$ cat src/rtl/dma_seq_pkg.sv
package dma_seq_pkg;

    typedef enum logic [1:0] {
        S_IDLE  = 2'd0,
        S_FETCH = 2'd1,
        S_MOVE  = 2'd2,
        S_ABORT = 2'd3
    } eng_state_e;

    // mode word bit positions
    localparam int MB_START = 0;
    localparam int MB_ABORT = 1;
    localparam int MB_ERRIE = 2;
    localparam int MB_EOLIE = 3;
    localparam int MB_EOTIE = 4;
    localparam int MODE_W   = 5;

    // status bit positions for write-one-to-clear
    localparam int SB_EOL = 0;
    localparam int SB_EOT = 1;
    localparam int SB_PE  = 2;
    localparam int SB_TE  = 3;
    localparam int STAT_W = 4;

    localparam logic [1:0] SEL_MODE = 2'd0;
    localparam logic [1:0] SEL_CDA  = 2'd1;
    localparam logic [1:0] SEL_STAT = 2'd2;

    typedef struct packed {
        logic eol;
        logic eot;
        logic pe;
        logic te;
    } dma_evt_t;

endpackage

$ cat src/rtl/dma_seq_regs.sv
module dma_seq_regs
    import dma_seq_pkg::*;
(
    input  logic              clk,
    input  logic              rst_n,
    input  logic              cfg_we_i,
    input  logic [1:0]        cfg_sel_i,
    input  logic [MODE_W-1:0] cfg_wdata_i,
    input  dma_evt_t          ev_i,
    output logic              start_o,
    output logic              abort_o,
    output dma_evt_t          stk_o,
    output logic              irq_o
);

    typedef struct packed {
        logic [MODE_W-1:0] mode;
        dma_evt_t          stk;
    } regs_t;

    regs_t q, d;

    always_comb begin
        d = q;
        if (cfg_we_i && cfg_sel_i == SEL_MODE) begin
            d.mode = cfg_wdata_i;
        end
        if (cfg_we_i && cfg_sel_i == SEL_STAT) begin
            if (cfg_wdata_i[SB_EOL]) d.stk.eol = 1'b0;
            if (cfg_wdata_i[SB_EOT]) d.stk.eot = 1'b0;
            if (cfg_wdata_i[SB_PE])  d.stk.pe  = 1'b0;
            if (cfg_wdata_i[SB_TE])  d.stk.te  = 1'b0;
        end
        // a new event wins over a clear in the same cycle
        d.stk.eol = d.stk.eol | ev_i.eol;
        d.stk.eot = d.stk.eot | ev_i.eot;
        d.stk.pe  = d.stk.pe  | ev_i.pe;
        d.stk.te  = d.stk.te  | ev_i.te;
    end

    always_ff @(posedge clk) begin
        if (!rst_n) q <= '0;
        else        q <= d;
    end

    assign start_o = q.mode[MB_START];
    assign abort_o = q.mode[MB_ABORT];
    assign stk_o   = q.stk;
    assign irq_o   = (q.mode[MB_ERRIE] & (q.stk.pe | q.stk.te))
                   | (q.mode[MB_EOLIE] & q.stk.eol)
                   | (q.mode[MB_EOTIE] & q.stk.eot);

    // a one written to the end-of-chain bit clears it unless an event arrives
    p_w1c_clear_r10: assert property (@(posedge clk) disable iff (!rst_n)
        (cfg_we_i && cfg_sel_i == SEL_STAT && cfg_wdata_i[SB_EOL] && !ev_i.eol)
        |=> !stk_o.eol);

    // a descriptor completion is always visible in the sticky bit
    p_eot_sticky_r12: assert property (@(posedge clk) disable iff (!rst_n)
        ev_i.eot |=> stk_o.eot);

endmodule

$ cat src/rtl/dma_seq_engine.sv
module dma_seq_engine
    import dma_seq_pkg::*;
#(
    parameter int AW         = 32,
    parameter int CW         = 26,
    parameter int BEAT_BYTES = 8
)(
    input  logic          clk,
    input  logic          rst_n,
    input  logic          start_i,
    input  logic          abort_i,
    input  logic          cda_we_i,
    input  logic [AW-1:0] cda_wdata_i,
    output logic          desc_req_o,
    output logic [AW-1:0] desc_addr_o,
    input  logic          desc_valid_i,
    input  logic [AW-1:0] desc_data_i,
    output logic          mv_req_o,
    output logic [AW-1:0] mv_src_o,
    output logic [AW-1:0] mv_dst_o,
    output logic [CW-1:0] mv_len_o,
    input  logic          mv_beat_i,
    input  logic          mv_done_i,
    input  logic          mv_err_i,
    output logic [AW-1:0] cda_o,
    output logic [CW-1:0] rem_o,
    output logic          busy_o,
    output logic          halted_o,
    output dma_evt_t      ev_o
);

    localparam int            ALIGN_BITS = 5;
    localparam logic [AW-1:0] ALIGN_MASK = ~((AW)'((1 << ALIGN_BITS) - 1));
    localparam logic [CW-1:0] BEAT_C     = (CW)'(BEAT_BYTES);

    typedef struct packed {
        eng_state_e    st;
        logic [1:0]    idx;
        logic [AW-1:0] cda;
        logic [AW-1:0] src;
        logic [AW-1:0] dst;
        logic [AW-1:0] nxt;
        logic [CW-1:0] len;
        logic [CW-1:0] rem;
        logic          halted;
        logic          start_prev;
    } eng_t;

    eng_t     q, d;
    dma_evt_t ev;
    logic     fin;
    logic     start_rise;

    assign start_rise = start_i && !q.start_prev;

    always_comb begin
        d            = q;
        ev           = '0;
        fin          = 1'b0;
        d.start_prev = start_i;

        if (cda_we_i && q.st == S_IDLE) begin
            d.cda = cda_wdata_i & ALIGN_MASK;
        end

        unique case (q.st)
            S_IDLE: begin
                if (start_rise) begin
                    d.st     = S_FETCH;
                    d.idx    = 2'd0;
                    d.halted = 1'b0;
                end
            end
            S_FETCH: begin
                if (!start_i) begin
                    d.st     = S_IDLE;
                    d.halted = 1'b1;
                end else if (abort_i) begin
                    d.st     = S_ABORT;
                    d.halted = 1'b1;
                end else if (desc_valid_i) begin
                    d.idx = q.idx + 2'd1;
                    unique case (q.idx)
                        2'd0: d.src = desc_data_i;
                        2'd1: d.dst = desc_data_i;
                        2'd2: d.nxt = desc_data_i;
                        default: begin
                            d.len = desc_data_i[CW-1:0];
                            d.rem = desc_data_i[CW-1:0];
                            if (desc_data_i[CW-1:0] == '0) begin
                                ev.pe  = 1'b1;
                                ev.eot = 1'b1;
                                fin    = 1'b1;
                            end else begin
                                d.st = S_MOVE;
                            end
                        end
                    endcase
                end
            end
            S_MOVE: begin
                if (mv_beat_i) begin
                    d.rem = (q.rem > BEAT_C) ? (q.rem - BEAT_C) : '0;
                end
                if (!start_i) begin
                    d.st     = S_IDLE;
                    d.halted = 1'b1;
                end else if (abort_i) begin
                    d.st     = S_ABORT;
                    d.halted = 1'b1;
                end else if (mv_err_i) begin
                    ev.te    = 1'b1;
                    d.st     = S_IDLE;
                    d.halted = 1'b1;
                end else if (mv_done_i) begin
                    ev.eot = 1'b1;
                    fin    = 1'b1;
                end
            end
            default: begin
                if (!start_i) begin
                    d.st = S_IDLE;
                end
            end
        endcase

        if (fin) begin
            if (q.nxt[0]) begin
                d.st   = S_IDLE;
                ev.eol = 1'b1;
            end else begin
                d.st  = S_FETCH;
                d.idx = 2'd0;
                d.cda = q.nxt & ALIGN_MASK;
            end
        end
    end

    always_ff @(posedge clk) begin
        if (!rst_n) begin
            q    <= '0;
            q.st <= S_IDLE;
        end else begin
            q <= d;
        end
    end

    assign desc_req_o  = (q.st == S_FETCH);
    assign desc_addr_o = q.cda + {{(AW-4){1'b0}}, q.idx, 2'b00};
    assign mv_req_o    = (q.st == S_MOVE);
    assign mv_src_o    = q.src;
    assign mv_dst_o    = q.dst;
    assign mv_len_o    = q.len;
    assign cda_o       = q.cda;
    assign rem_o       = q.rem;
    assign busy_o      = (q.st != S_IDLE);
    assign halted_o    = q.halted;
    assign ev_o        = ev;

    // abort with start held stops both request lines and shows halted
    p_abort_stops_r9: assert property (@(posedge clk) disable iff (!rst_n)
        (busy_o && start_i && abort_i) |=> (!mv_req_o && !desc_req_o && busy_o && halted_o));

    // dropping start while busy returns to idle in one cycle
    p_stop_idle_r9: assert property (@(posedge clk) disable iff (!rst_n)
        (busy_o && !start_i) |=> (!busy_o && halted_o));

    // mover error halts and keeps the pointer on the failing link
    p_err_halt_r8: assert property (@(posedge clk) disable iff (!rst_n)
        (mv_req_o && mv_err_i && start_i && !abort_i)
        |=> (halted_o && !busy_o && cda_o == $past(cda_o)));

    // the remaining count never grows while a job runs
    p_rem_down_r7: assert property (@(posedge clk) disable iff (!rst_n)
        mv_req_o |=> (rem_o <= $past(rem_o)));

endmodule

$ cat src/rtl/dma_link_seq.sv
module dma_link_seq
    import dma_seq_pkg::*;
#(
    parameter int AW         = 32,
    parameter int CW         = 26,
    parameter int BEAT_BYTES = 8
)(
    input  logic          clk,
    input  logic          rst_n,
    input  logic          cfg_we,
    input  logic [1:0]    cfg_sel,
    input  logic [AW-1:0] cfg_wdata,
    output logic          desc_req,
    output logic [AW-1:0] desc_addr,
    input  logic          desc_valid,
    input  logic [AW-1:0] desc_data,
    output logic          mv_req,
    output logic [AW-1:0] mv_src,
    output logic [AW-1:0] mv_dst,
    output logic [CW-1:0] mv_len,
    input  logic          mv_beat,
    input  logic          mv_done,
    input  logic          mv_err,
    output logic [AW-1:0] cur_desc,
    output logic [CW-1:0] rem_bytes,
    output logic          busy,
    output logic          halted,
    output logic          st_eol,
    output logic          st_eot,
    output logic          st_pe,
    output logic          st_te,
    output logic          irq
);

    logic     start_w;
    logic     abort_w;
    dma_evt_t ev_w;
    dma_evt_t stk_w;

    dma_seq_regs u_regs (
        .clk         (clk),
        .rst_n       (rst_n),
        .cfg_we_i    (cfg_we),
        .cfg_sel_i   (cfg_sel),
        .cfg_wdata_i (cfg_wdata[MODE_W-1:0]),
        .ev_i        (ev_w),
        .start_o     (start_w),
        .abort_o     (abort_w),
        .stk_o       (stk_w),
        .irq_o       (irq)
    );

    dma_seq_engine #(
        .AW         (AW),
        .CW         (CW),
        .BEAT_BYTES (BEAT_BYTES)
    ) u_eng (
        .clk          (clk),
        .rst_n        (rst_n),
        .start_i      (start_w),
        .abort_i      (abort_w),
        .cda_we_i     (cfg_we && cfg_sel == SEL_CDA),
        .cda_wdata_i  (cfg_wdata),
        .desc_req_o   (desc_req),
        .desc_addr_o  (desc_addr),
        .desc_valid_i (desc_valid),
        .desc_data_i  (desc_data),
        .mv_req_o     (mv_req),
        .mv_src_o     (mv_src),
        .mv_dst_o     (mv_dst),
        .mv_len_o     (mv_len),
        .mv_beat_i    (mv_beat),
        .mv_done_i    (mv_done),
        .mv_err_i     (mv_err),
        .cda_o        (cur_desc),
        .rem_o        (rem_bytes),
        .busy_o       (busy),
        .halted_o     (halted),
        .ev_o         (ev_w)
    );

    assign st_eol = stk_w.eol;
    assign st_eot = stk_w.eot;
    assign st_pe  = stk_w.pe;
    assign st_te  = stk_w.te;

    // end-of-chain status appears together with the return to idle
    p_eol_idle_r4: assert property (@(posedge clk) disable iff (!rst_n)
        $rose(st_eol) |-> !busy);

endmodule

$ cat config.mk
export PLATFORM = sky130hd
export DESIGN_NAME = dma_link_seq
export DESIGN_NICKNAME = d
export VERILOG_FILES = /design/src/rtl/dma_seq_pkg.sv /design/src/rtl/dma_seq_regs.sv /design/src/rtl/dma_seq_engine.sv /design/src/rtl/dma_link_seq.sv
export SDC_FILE = /design/constraint.sdc
export NUM_CORES = 1
export LEC_CHECK = 0
export BUFFER_PORTS_ARGS = -buffer_cell sky130_fd_sc_hd__buf_2
export CAP_MARGIN = 20
export CORE_UTILIZATION = 46
export CTS_CLUSTER_SIZE = 40
export DETAILED_ROUTE_END_ITERATION = 10
export PLACE_DENSITY = 0.79
export SYNTH_ARGS = -nofsm -noshare
export SYNTH_HDL_FRONTEND = slang
export SYNTH_SLANG_ARGS = --single-unit
export TNS_END_PERCENT = 20
$ cat constraint.sdc
create_clock -name clk -period 2.8 [get_ports clk]
set_clock_uncertainty 0.2 [all_clocks]
set_input_delay 0 -clock clk [delete_from_list [all_inputs] [get_ports clk]]
set_output_delay 0 -clock clk [all_outputs]
set_load 0.02 [all_outputs]
=== Word-level counts from Yosys, hierarchy flattened ===
Cells that the tools add are included.

* Memory bits (read-only): 0
* Memories: 0
* Bits in registers: 195
* Output and inout bits: 189
* Word-level logic and storage cells: 132
* Bits in writable memories: 0
* Latch bits: 0

* Shifts and indexed selects: 0
* Div/mod/pow operators: 0
* Multipliers: 0
* Magnitude comparators: 1
* Add/subtract/negate cells: 3
* Reductions and logical operators: 21
* Bitwise gates (word level): 12
* Equal/unequal tests: 20
* Multiplexer cells: 60

{| class="wikitable"
|+ Operator list
! cell !! number
|-
| $mux W26 || 6
|-
| $pmux W26 S2 || 1
|-
| $mux W36 || 1
|-
| $mux W34 || 1
|-
| $add A32 B4 Y32 || 1
|-
| $mux W32 || 1
|-
| $mux W2 || 15
|-
| $mux W1 || 27
|-
| $gt A26 B4 Y1 const B || 1
|-
| $logic_not A26 Y1 || 1
|-
| $sub A26 B4 Y26 const B || 1
|-
| $ne A5 B3 Y1 const B || 4
|-
| $reduce_and A5 Y1 || 4
|-
| $mux W4 || 3
|-
| $reduce_and A6 Y1 || 2
|-
| $ne A2 B1 Y1 const B || 4
|-
| $or A1 B1 Y1 || 7
|-
| $eq A2 B1 Y1 const B || 3
|-
| $eq A2 B2 Y1 const B || 3
|-
| $logic_not A2 Y1 || 3
|-
| $pmux W2 S3 || 1
|-
| $logic_and A1 B1 Y1 || 5
|-
| $ne A5 B4 Y1 const B || 1
|-
| $ne A2 B2 Y1 const B || 2
|-
| other kinds (14) || 19
|}

=== Depth between registers and ports, before layout ===
Gate-level depths: netlist of run 1.

* Word-level depth: 9
* Gate-level depth with buffers: 9
* Mapped depth without buffers: 8

=== Hierarchy ===
A second synthesis of run 1 with hierarchy kept.

* Cells, all modules: 1,278
* Area, all modules: 9,963.3 µm²

{| class="wikitable"
|+ By module, submodules not included
! module !! seq. area each (µm²) !! cells an instance !! area each (µm²) !! times used
|-
| dma_seq_engine || 3,643.5 || 1,231 || 9,546.7 || 1
|-
| dma_seq_regs || 180.2 || 46 || 407.9 || 1
|-
| dma_link_seq || 0.0 || 1 || 8.8 || 1
|}

=== Worst setup path before layout of run 1 ===
OpenSTA, ideal clock, no wires.

* Kind: reg2out
* Start: register u_eng.q[182] (netlist bit)
* End: output desc_addr[28]
* Arrival time: 2,470 ps
* Data required time: 2,600 ps
* Cell stages (with the launch flop): 9
* Buffers on the path: 0
* Setup slack: 130 ps
* Cells stage by stage: dfxtp_1 ha_1 inv_1 fa_1 and3b_1 nand4_1 or4_4 nor2_1 xor2_1

* Cells in the longest elaborated chain, start to end: 1

{| class="wikitable"
|+ Ends and longest elaborated chain
! what !! RTL line !! text
|-
| start: declaration || dma_seq_engine.sv:49 || <nowiki>eng_t q, d;</nowiki>
|-
| $add A32 B4 Y32 || dma_seq_engine.sv:149 || <nowiki>assign desc_addr_o = q.cda + {{(AW-4){1'b0}}, q.idx, 2'b00};</nowiki>
|-
| end: declaration || dma_link_seq.sv:14 || <nowiki>output logic [AW-1:0] desc_addr,</nowiki>
|}

No other way between the ends.

=== Worst setup path in the final report of run 1 ===
* Start: register u_eng.q (netlist bit u_eng.cda_o[2])
* End: output desc_addr[30]

Same word-level chain as after synthesis.

==> impl_metrics.py, run 1 <==
metrics = {
    "synthesis": {
        "ys_seq_area_share_pct": 38.4,
        "ys.flop_type": "dfxtp_1",
        "synth_area_sq_mm": 0.00995,
        "async_flop_share_pct": 0,
        "synth_edf_count": 0,
        "yosys-top-cells-area": "dfxtp_1, buf_4, nand2_1",
        "yosysWarningCount": 0,
        "ys_ff_latch": 191,
        "yosysTopAreaCell": "dfxtp_1",
        "synth_cells": 1265,
        "syn-mean-instance-area_sq_um": 7.86,
        "synth_top_area_share_pct": 38.4,
        "synthDistinctLibCells": 67,
        "synth_nets": 1350,
    },
    "cts": {
        "cts_buffer_depth": 2,
        "cts_root_buf": "clkbuf_16",
        "numCtsBuffers": 17,
        "cts_tree": "yes",
        "clk_pin_slew_worst_paths_ns": 0.07,
        "clk_latency_ns": 0.43,
        "cts_sinks": 191,
        "htree_num_levels": 4,
    },
    "global_route": {
        "grt_pass1_vias": 8775,
        "antenna_found_initial": 0,
        "gr-usage-all-layers_pct": 27.3,
        "grt_max_degree": 84,
        "grt_first_pass_wirelength_um": 47400,
        "grt_remaining_overflow": 0,
    },
    "sta": {
        "finalSetupViolCount": 2,
        "layout_setup_ws_ns": -0.0658,
        "hold_viol_final": 0,
        "slew_headroom_pct": 53.2,
        "fmax_mhz": 349,
        "setup_tns_ns": -0.0814,
        "hold_slack_ns": 0.159,
        "tightest_slew_ns": 0.700,
        "rsz0062_at_grt": "true",
        "period_needed_ns": 2.87,
        "slew_violations": 0,
        "min_period_over_period_pct": 102,
    },
    "critical_path": {
        "critPathTopFamily": "simple AND/OR/NAND/NOR gates",
        "worstSetupEndpointType": "output pin",
        "rrSetupSlack_ns": 0.21,
        "start_kind": "flop",
        "critPathSlowestCell": "or4_4",
        "path_cells": "ha_4, inv_2, fa_2, and3b_1, nand4_1, or4_4, nor2_2, xnor2_1, buf_4",
        "worstPathMaxFanout": 3,
        "rr_worst_depth": 6,
        "arrival_ns": 2.67,
        "cpPeakStageDelay_ns": 0.49,
        "cp_num_buf_inv": 2,
        "path_class": "flop to output pin",
        "cp.required_ns": 2.60,
        "worst-path-stages": 9,
    },
    "job": {
        "max_cap_violations": 0,
    },
    "routing": {
        "firstDrtPassIters": 7,
        "drt-initial-drc-count": 717,
        "wl_per_cell_um": 18.0,
        "drc_errors": 0,
        "wl_um": 31000,
        "num_vias": 9535,
        "ant_nets": 0,
        "avgViaCountPerCell": 5.53,
    },
    "placed_design": {
        "io_buffers": 261,
        "dpl.hpwl_um": 20400,
        "place_congestion": 0.933,
        "post-place-ws_ns": 0.189,
    },
    "floorplanning": {
        "io_pins": 262,
        "core_area_sq_mm": 0.0211,
        "die_w_um": 149,
        "fp.dieH_um": 149,
        "dieArea_sq_mm": 0.0222,
        "start_util_pct": 47.2,
        "rows": 53,
    },
    "run_status": {
        "run_status": "complete, but fails checks",
        "failed_checks": "negative setup slack",
    },
    "hold_path": {
        "hold_class": "input pin to flop",
        "holdPathStages": 4,
    },
    "cells_and_area": {
        "fin_util_pct": 56.6,
        "drive_above_1_share_pct": 26.8,
        "nets": 1521,
        "area_delta_synth_final_pct": 20.1,
        "antennaDiodeCount": 0,
        "fill_cells": 1833,
    },
    "pwr": {
        "total_power_mw": 5.77,
        "power_leakage_nw": 5.23,
        "peakVddDrop_mv": 0.393,
        "p_per_area_mw_per_mm2": 483,
    },
}
sequential cells by signal (all words and copies together) (netlist names):
signal / flops
u_eng.mv_dst_o: 32
u_eng.q: 33
u_eng.mv_src_o: 32
u_regs.q: 3
u_eng.rem_o: 26
u_regs.stk_o: 4
u_regs.start_o: 1
u_regs.abort_o: 1
u_eng.cda_o: 32
u_eng.halted_o: 1
u_eng.mv_len_o: 26
cell type report:
cell class | count | area, sq um | share of cell area, %
inverters | 25 | 96.3 | 0.807
well taps | 275 | 344 | 2.88
repair buffers | 381 | 2440 | 20.4
flip-flops and latches | 191 | 3830 | 32.1
clock buffers | 20 | 467 | 3.91
clock inverters | 12 | 148 | 1.24
multi-input cells | 820 | 4620 | 38.7
power by group:
group	internal [mW]	switching, mW	leakage (nW)	total, mW
clock	1.42	1.13	0.302	2.55
sequential	2.73	0.0258	1.54	2.76
combinational	0.207	0.263	3.38	0.469
total	4.35	1.42	5.23	5.77
worst min-delay path: cells and delay by family:
family	cells	cell delay, ns
simple gates	2	0.35
buf+inv	2	0.39
Yosys cell counts, drive strengths merged (8+ instances only):
cell type,instances
a22oi,11
nor3,12
mux2i,31
ha,11
and3,13
xnor2,16
nor4,18
a31o,30
clkbuf,56
nand4,9
nor2,57
and4,8
dfxtp,191
inv,25
a21oi,164
and2,10
buf,173
a31oi,8
nand2,279
nand3,17
xor2,12
o21ai,28
path summary, 6_finish.rpt:
kind | startpoint | to
max reg2reg | u_eng.q[182] | u_eng.rem_o[17]
min reg2reg | u_eng.mv_dst_o[9] | u_eng.mv_dst_o[9]
min | cfg_sel[0] | u_eng.cda_o[2]
max | u_eng.cda_o[2] | desc_addr[30]
layout by cell type, fill, tap and decap left out, drive strengths merged, types with 11 or more instances in the layout:
master,instances
ha,11
nor4,18
xor2,12
dlygate4sd3,80
and3,13
dfxtp,191
a21oi,164
a31o,30
o21ai,28
xnor2,16
a22oi,11
nand3,17
inv,31
nor3,12
mux2i,31
nand2,279
clkbuf,20
buf,301
nor2,57
through the flow:
| step | instance area (sq um) | instances |
|---|---|---|
| final | 11900 | 1724 |
| after global routing | 11900 | 1724 |
| after CTS | 11900 | 1722 |
| after detailed placement | 10400 | 1610 |
| after global placement | 10400 | 1610 |
| after floorplan | 9950 | 1265 |
cells by family (layout without fill, tap and decap cells):
family / after synthesis / after routing / synth area share [%]
compound gates: 288 / 288 / 17.7
xor+xnor: 28 / 28 / 2.47
fa+ha+maj: 12 / 12 / 1.59
buf+inv: 254 / 438 / 15.6
flops: 191 / 191 / 38.4
mux: 31 / 31 / 3.12
simple gates: 461 / 461 / 21.1
routing by layer:
metal / part of all wire (%) / GRT usage, % / vias to the layer above
li1: - / - / 4519
met2: 46 / 44.7 / 460
met5: 0 / 0 / -
met1: 43 / 35.2 / 4497
met4: 2.5 / 9.54 / 0
met3: 8.1 / 6.12 / 59
timing repair:
action                                  CTS  global route
gates resized for setup                  13            15
endpoints found under the hold margin   191             0
hold buffers                             80             0
pin swaps                                 2             2
buffers inserted                          0             2
endpoints found under the setup margin    8            10
cloned                                    0             0
Power figures use the tool's default switching activity.
==> run 2: changes to the inputs <==
--- a/config.mk
+++ b/config.mk
@@ -11,6 +11,7 @@
 export CTS_CLUSTER_SIZE = 40
 export DETAILED_ROUTE_END_ITERATION = 10
 export PLACE_DENSITY = 0.79
+export SETUP_SLACK_MARGIN = 0.15
 export SYNTH_ARGS = -nofsm -noshare
 export SYNTH_HDL_FRONTEND = slang
 export SYNTH_SLANG_ARGS = --single-unit
==> run 2 against run 1 <==
Net effect:
- the run still ends with negative setup slack left
- first-iteration DRC count fell by 1.1%
- register-to-register slack improved by 0.12 ns
- hold slack got worse by 0.0060 ns
- highest routed layer unchanged
- power fell by 0.36%
- sequential share of layout area rose by 0.070 points
- setup slack improved by 0.012 ns
- die area did not move
- final cell count fell by 0.29%
- critical path depth fell by 1
- clock power barely moved
==> impl_metrics.py, run 2 (synthesized netlist as in run 1, its figures left out) <==
metrics = {
    "placed_design": {
        "post-place-ws_ns": 0.126,
        "io_buffers": 261,
        "place_congestion": 0.924,
        "dpl.hpwl_um": 20300,
    },
    "run_status": {
        "run_status": "complete, but fails checks",
        "failed_checks": "negative setup slack",
    },
    "critical_path": {
        "worstPathMaxFanout": 4,
        "worstSetupEndpointType": "output pin",
        "path_class": "flop to output pin",
        "arrival_ns": 2.65,
        "cp.required_ns": 2.60,
        "start_kind": "flop",
    },
    "routing": {
        "drc_errors": 0,
        "ant_nets": 0,
        "avgViaCountPerCell": 5.47,
        "num_vias": 9410,
        "wl_um": 30700,
        "firstDrtPassIters": 7,
        "wl_per_cell_um": 17.8,
        "drt-initial-drc-count": 709,
    },
    "floorplanning": {
        "start_util_pct": 47.2,
        "fp.dieH_um": 149,
        "dieArea_sq_mm": 0.0222,
        "io_pins": 262,
        "core_area_sq_mm": 0.0211,
        "rows": 53,
        "die_w_um": 149,
    },
    "sta": {
        "finalSetupViolCount": 6,
        "hold_viol_final": 0,
        "layout_setup_ws_ns": -0.0542,
        "period_needed_ns": 2.85,
        "slew_headroom_pct": 58.2,
        "min_period_over_period_pct": 102,
        "slew_violations": 0,
        "rsz0062_at_grt": "true",
        "tightest_slew_ns": 0.621,
        "fmax_mhz": 350,
    },
    "cells_and_area": {
        "most-common-layout-cells": "nand2_1, buf_2, dfxtp_1",
        "antennaDiodeCount": 0,
        "final_common_cell": "nand2_1",
        "largest_reg_flops": 33,
        "area_delta_synth_final_pct": 19.7,
        "drive_above_1_share_pct": 26.7,
        "nets": 1516,
        "regMostFlops": "u_eng.q",
        "multi_input_area_sq_mm": 0.00464,
        "fill_cells": 1890,
        "regArea_sq_mm": 0.00383,
    },
    "job": {
        "max_cap_violations": 0,
    },
    "global_route": {
        "grt_remaining_overflow": 0,
        "use_met3_pct": 5.69,
        "antenna_found_initial": 0,
        "grt_first_pass_wirelength_um": 46700,
        "use_met2_pct": 43.5,
        "grt_pass1_vias": 8463,
        "gr-max-usage-layer": "met2",
        "gr-usage-met1_pct": 35.6,
        "gr-usage-all-layers_pct": 27.1,
        "grt_max_degree": 80,
    },
    "cts": {
        "cts_sinks": 191,
        "cts_buffer_depth": 2,
        "clk_pin_slew_worst_paths_ns": 0.07,
        "numCtsBuffers": 17,
        "htree_num_levels": 4,
        "cts_root_buf": "clkbuf_16",
        "cts_tree": "yes",
        "clk_latency_ns": 0.44,
    },
    "pwr": {
        "p_per_area_mw_per_mm2": 483,
        "peakVddDrop_mv": 0.401,
        "total_power_mw": 5.75,
        "power_leakage_nw": 5.18,
    },
    "hold_path": {
        "hold_class": "input pin to flop",
    },
}
==> run 2: repair_timing <==
item                                    4_1_cts  5_1_grt
hold buffers                                 77        0
pin swaps                                     4        2
buffers inserted                              1        2
endpoints found under the setup margin        9       65
hold endpoints to repair                    190        0
gates resized for setup                      18       14
cloned                                        0        0
==> run 2: report_power, final <==
group / switching, mW / internal, mW / leakage (nW)
clock: 1.11 / 1.42 / 0.284
combinational: 0.262 / 0.204 / 3.36
sequential: 0.0257 / 2.73 / 1.54
==> run 2: per-stage QoR <==
stage / utilization (%) / TNS, ns / hold WS, ns / std cells / cell area [sq um]
final: 56.5 / -0.158 / 0.153 / 1719 / 11900
after detailed placement: 49.4 / 0 / 0.0584 / 1607 / 10400
after global placement: 49.4 / 0 / 0.0407 / 1607 / 10400
after CTS: 56.2 / -0.0732 / 0.134 / 1717 / 11900
after floorplan: - / 0 / -0.0640 / 1265 / 9950
after global routing: 56.5 / -0.929 / 0.185 / 1719 / 11900
==> run 2: worst max-delay path: stages (launching register included) <==
cell and delay [ns]:
dfxtp_1 0.38, inv_1 0.08, fa_2 0.39, and3b_1 0.25
nand4_1 0.15, or4_4 0.49, nor2_2 0.16, xnor2_1 0.14
buf_4 0.17
==> run 2: path summary, 6_finish.rpt <==
kind                  endpoint  slack, ns         startpoint  depth (start not counted)
min             u_eng.cda_o[2]       0.15         cfg_sel[0]                          4
min reg2reg  u_eng.mv_len_o[6]       0.25  u_eng.mv_len_o[6]                          2
max              desc_addr[30]      -0.05     u_eng.cda_o[3]                          8
max reg2reg    u_eng.rem_o[12]       0.33       u_eng.q[182]                          8
==> run 2: cell type report <==
| cell class | instances | share of cell area (%) |
|---|---|---|
| multi-input combinational | 820 | 39.0 |
| sequential | 191 | 32.1 |
| timing repair buffer | 376 | 20.2 |
| clock buffer | 21 | 3.70 |
| tap | 275 | 2.89 |
| clock inverter | 11 | 1.31 |
| inverter | 25 | 0.809 |
==> run 2: routing by layer <==
layer / share of wire, % / vias to the layer above
li1: - / 4506
met1: 44 / 4383
met2: 46 / 454
met3: 7.6 / 67
met4: 2.7 / 0
met5: 0 / -
